**src/rtl/conv_clk_pkg.sv**
```systemverilog
package conv_clk_pkg;
  typedef enum logic [1:0] {
    RUN_OFF    = 2'd0,
    RUN_ALWAYS = 2'd1,
    RUN_ON_REQ = 2'd2
  } run_mode_e;
endpackage

```
**src/rtl/conv_run_ctrl.sv**
```systemverilog
module conv_run_ctrl
  import conv_clk_pkg::*;
(
  input  logic clk_i,
  input  logic rst_ni,
  input  logic enable_i,
  input  logic on_demand_i,
  input  logic run_stby_i,
  input  logic standby_i,
  input  logic req_i,
  output logic run_o
);
  run_mode_e mode;
  logic      run_d, run_q;

  always_comb begin
    if (!enable_i || (standby_i && !run_stby_i)) mode = RUN_OFF;
    else if (on_demand_i)                         mode = RUN_ON_REQ;
    else                                          mode = RUN_ALWAYS;
  end

  always_comb begin
    unique case (mode)
      RUN_ALWAYS: run_d = 1'b1;
      RUN_ON_REQ: run_d = req_i;
      default:    run_d = 1'b0;
    endcase
  end

  always_ff @(posedge clk_i or negedge rst_ni) begin
    if (!rst_ni) run_q <= 1'b0;
    else         run_q <= run_d;
  end

  assign run_o = run_q;

  AST_RUN_NEEDS_EN: assert property (@(posedge clk_i) disable iff (!rst_ni)
    run_q |-> $past(enable_i));
  AST_OD_NEEDS_REQ: assert property (@(posedge clk_i) disable iff (!rst_ni)
    (run_q && $past(on_demand_i)) |-> $past(req_i));
  AST_STBY_HALT: assert property (@(posedge clk_i) disable iff (!rst_ni)
    run_q |-> !$past(standby_i && !run_stby_i));
  AST_ALWAYS_ON: assert property (@(posedge clk_i) disable iff (!rst_ni)
    (enable_i && !on_demand_i && (!standby_i || run_stby_i)) |=> run_q);
endmodule

```
**src/rtl/conv_pow2_div.sv**
```systemverilog
module conv_pow2_div #(
  parameter int unsigned SEL_W = 3,
  localparam int unsigned CNT_W = 1 << SEL_W
) (
  input  logic             clk_i,
  input  logic             rst_ni,
  input  logic             run_i,
  input  logic [SEL_W-1:0] sel_i,
  output logic             stb_o
);
  logic [SEL_W-1:0] code_q;
  logic [CNT_W-1:0] cnt_q, lim;
  logic [CNT_W:0]   span;
  logic             wrap;

  // ratio 2^(code+1); terminal count one less
  assign span = (CNT_W+1)'(2) << code_q;
  assign lim  = CNT_W'(span - 1'b1);
  assign wrap = run_i && (cnt_q == lim);

  always_ff @(posedge clk_i or negedge rst_ni) begin
    if (!rst_ni) begin
      cnt_q  <= '0;
      code_q <= '0;
    end else if (!run_i) begin
      cnt_q  <= '0;
      code_q <= sel_i;
    end else if (wrap) begin
      cnt_q  <= '0;
      code_q <= sel_i;
    end else begin
      cnt_q  <= cnt_q + 1'b1;
    end
  end

  assign stb_o = wrap;

  AST_START_ZERO: assert property (@(posedge clk_i) disable iff (!rst_ni)
    $rose(run_i) |-> (cnt_q == '0));
  AST_CNT_BOUND: assert property (@(posedge clk_i) disable iff (!rst_ni)
    cnt_q <= lim);
  AST_CODE_HELD: assert property (@(posedge clk_i) disable iff (!rst_ni)
    (run_i && !wrap) |=> $stable(code_q));
endmodule

```
**src/rtl/conv_clk_gate.sv**
```systemverilog
module conv_clk_gate #(
  parameter int unsigned SEL_W = 3
) (
  input  logic             clk_i,
  input  logic             rst_ni,
  input  logic             enable_i,
  input  logic             on_demand_i,
  input  logic             run_stby_i,
  input  logic             standby_i,
  input  logic             req_i,
  input  logic [SEL_W-1:0] div_sel_i,
  output logic             conv_stb_o,
  output logic             running_o
);
  logic run;

  conv_run_ctrl i_run_ctrl (
    .clk_i       (clk_i),
    .rst_ni      (rst_ni),
    .enable_i    (enable_i),
    .on_demand_i (on_demand_i),
    .run_stby_i  (run_stby_i),
    .standby_i   (standby_i),
    .req_i       (req_i),
    .run_o       (run)
  );

  conv_pow2_div #(.SEL_W(SEL_W)) i_div (
    .clk_i  (clk_i),
    .rst_ni (rst_ni),
    .run_i  (run),
    .sel_i  (div_sel_i),
    .stb_o  (conv_stb_o)
  );

  assign running_o = run;

  AST_STB_SPACED: assert property (@(posedge clk_i) disable iff (!rst_ni)
    conv_stb_o |=> !conv_stb_o);
  AST_NO_STB_HALTED: assert property (@(posedge clk_i) disable iff (!rst_ni)
    !running_o |=> !conv_stb_o);
endmodule

```
**config.mk**
```make
export PLATFORM = sky130hd
export DESIGN_NAME = conv_clk_gate
export DESIGN_NICKNAME = d
export VERILOG_FILES = /design/src/rtl/conv_clk_pkg.sv /design/src/rtl/conv_run_ctrl.sv /design/src/rtl/conv_pow2_div.sv /design/src/rtl/conv_clk_gate.sv
export SDC_FILE = /design/constraint.sdc
export NUM_CORES = 1
export LEC_CHECK = 0
export BUFFER_PORTS_ARGS = -buffer_cell sky130_fd_sc_hd__buf_2
export CAP_MARGIN = 20
export CORE_UTILIZATION = 40
export DETAILED_ROUTE_END_ITERATION = 8
export SYNTH_ARGS = -nofsm -noshare
export SYNTH_HDL_FRONTEND = slang
export SYNTH_SLANG_ARGS = --single-unit
```
**constraint.sdc**
```tcl
create_clock -name clk_i -period 4.7 [get_ports clk_i]
set_input_delay 0 -clock clk_i [delete_from_list [all_inputs] [get_ports clk_i]]
set_output_delay 0 -clock clk_i [all_outputs]
set_load 0.005 [all_outputs]
```
==> impl_metrics.py <==
metrics = {
    "timing": {
        "period_minus_slack_ps": 3250,
        "skew_ps": 4.73,
        "final_max_slew_viol_count": 0,
        "fin_crit_sh": 0.692,
        "rsz0062_at_grt": "false",
        "finalSetupViolations": 0,
        "setup_tns_ps": 0,
        "hold_violations": 0,
        "worst_slack_ps": 1450,
        "max_slew_margin": 0.371,
        "fmax_mhz": 307,
        "tightest_slew_ps": 938,
    },
    "clock_tree": {
        "htreeDepth": 1,
        "clk-insertion-delay-late_ps": 270,
        "clkSinkCount": 12,
        "cts_tree": "done",
        "clk_pin_slew_worst_paths_ps": 70,
        "cts_buffers": 3,
        "cts.path.max_buffers": 2,
        "root_buffer": "clkbuf_4",
    },
    "global_routing": {
        "track_usage": 0.162,
        "grt_overflow": 0,
        "grt_pass1_wl_um": 2440,
        "antenna_found_initial": 0,
        "grt_max_degree": 13,
        "grt_pass1_vias": 509,
    },
    "pwr": {
        "p_leak_uw": 0.000414,
        "peakVddDrop_v": 0.000159,
        "power_density_mw_per_mm2": 237,
    },
    "critical_path": {
        "reg2reg_from": "i_div.code_q[2]$_DFFE_PN0P_",
        "critPathLaunch": "i_div.code_q[2]$_DFFE_PN0P_",
        "cp_slowest_stage_delay_ps": 770,
        "cp_slowest_cell": "o31ai_2",
        "crit_path_start_kind": "register",
        "cp.required_ps": 4860,
        "crit_fanout": 12,
        "crit_type": "register to register",
        "path_cells": "or3_4 -> ha_1 -> or3_4 -> a21oi_2 -> o32ai_2 -> o31ai_2 -> mux2_2",
        "cp-end-kind": "register",
        "cp_common_cell": "or3_4",
        "crit_arrival_ps": 3410,
    },
    "synthesis": {
        "synthCells": 82,
        "synth_area_leaders": "dfrtp_1 (37%), xor2_1 (6.4%), xnor2_1 (5.3%)",
        "synth_edf_count": 0,
        "yosys.cell_types.count": 33,
        "synthFlopType": "dfrtp_1",
        "yosysSeqAreaShare": 0.366,
        "syn_avg_cell_area_um2": 10.0,
        "yosys_warnings": 0,
        "synth_top_area_share": 0.366,
        "postSynth.asyncResetShare": 1.00,
        "synth-seq-cells": 12,
        "yosysTopAreaCell": "dfrtp_1",
        "synth_area_um2": 821,
        "synth_nets": 94,
    },
    "routing": {
        "num_vias": 614,
        "routed_via_density": 4.95,
        "drtAntennaViolNets": 0,
        "wl_um": 1540,
        "drtIter0Drc": 8,
        "first_pass_iters": 4,
        "drc": 0,
        "wl_per_cell_um": 12.4,
    },
    "floorplanning": {
        "row_count": 16,
        "ioPinCount": 12,
        "fp.dieH_um": 47.3,
        "die-area_mm2": 0.00224,
        "initial_utilization": 0.423,
        "coreArea_mm2": 0.00194,
        "dieWidth_um": 47.3,
    },
    "finish": {
        "insertedDiodeCount": 0,
        "final_cell_mix": "dfrtp_1 (12), buf_2 (11), nor2_1 (10)",
        "layout_commonest_cell": "dfrtp_1",
        "drive_gt1_frac": 0.258,
        "fillers": 182,
        "finalNetCount": 111,
        "area_growth_pct": 14.9,
    },
    "outcome": {
        "outcome": "finished, final reports clean",
    },
    "placement": {
        "routabilityCongestion": 0.792,
        "dp_hpwl_um": 1110,
        "io_buffers": 11,
        "post-place-ws_ps": 1450,
    },
    "run": {
        "max_cap_viol_count": 0,
    },
    "min_path": {
        "hp-class": "primary input to async pin",
    },
}
==> worst paths after layout <==
path / slack (ps) / cells past startpoint / to
max: 1450 / 7 / i_div.code_q[0]$_DFFE_PN0P_
min: 130 / 2 / i_run_ctrl.run_o$_DFF_PN0_
max reg2reg: 1450 / 7 / i_div.code_q[0]$_DFFE_PN0P_
min reg2reg: 550 / 1 / i_div.cnt_q[0]$_DFF_PN0_
max in group asynchronous: 4350 / 2 / i_div.code_q[1]$_DFFE_PN0P_
min in group clk_i: 500 / 3 / i_div.code_q[2]$_DFFE_PN0P_
==> sequential cells by signal, summed over array words and instances, names as in the netlist <==
| register | flops |
|---|---|
| i_div.code_q | 3 |
| i_run_ctrl.run_o | 1 |
| i_div.cnt_q | 8 |
==> Yosys cell counts, types with 2 or more instances <==
master and instances:
nand3_1 6, xnor2_1 5, nor2_1 10, buf_6 3
o21ai_0 2, xor2_1 6, ha_1 2, and3_1 2
mux2_4 2, or3_4 2, dfrtp_1 12, buf_4 2
inv_1 6, nand2_1 3
==> metrics by stage <==
stage | util | total power (µW) | instance area (µm²) | hold slack [ps] | std cells
floorplan | - | 157 | 821 | -296 | 82
global placement | 0.443 | 161 | 861 | -105 | 115
detailed placement | 0.443 | 162 | 861 | -101 | 115
CTS | 0.486 | 226 | 943 | 147 | 124
global route | 0.486 | 236 | 943 | 193 | 124
finish | 0.486 | 224 | 943 | 131 | 124
==> metal layers <==
metal  vias to the layer above  GRT usage  routed length, µm
li1                        312          -                  -
met1                       297      0.243                774
met2                         3      0.222                740
met3                         2     0.0346                 20
met4                         0     0.0686                  8
met5                         -          0                  0
==> cell families (layout without fill, tap and decap cells) <==
kind of cell | Yosys count | count (layout) | share of synthesized area
compound gates | 10 | 10 | 0.104
xor+xnor | 11 | 11 | 0.117
fa+ha+maj | 2 | 2 | 0.0305
buf+inv | 11 | 26 | 0.0869
flops | 12 | 12 | 0.366
mux | 3 | 3 | 0.0503
simple gates | 33 | 33 | 0.245
==> where the power goes <==
| part | leakage (µW) | switching, µW | internal, µW |
|---|---|---|---|
| combinational | 0.000242 | 19.9 | 25.9 |
| clock | 0.0000138 | 30.3 | 29.6 |
| sequential | 0.000158 | 10.7 | 107 |
==> worst max-delay path, delay by kind of cell, from the launching register on <==
kind | cells | cell delay (ps)
fa+ha+maj | 1 | 320
compound gates | 3 | 1030
simple gates | 2 | 850
flops | 1 | 510
mux | 1 | 410
==> cell type report <==
class	instances	area (µm²)	share of cell area
Clock buffer	3	22.5	0.0239
Inverter	6	22.5	0.0239
Multi-Input combinational cell	59	449	0.476
Sequential cell	12	300	0.318
Tap cell	27	33.8	0.0358
Timing Repair Buffer	17	115	0.122
==> repair_timing <==
action,CTS,global route
gates resized for setup,0,0
endpoints found under the hold margin,16,0
buffers inserted,0,0
hold buffers,6,0
Power figures use the tool's default switching activity.
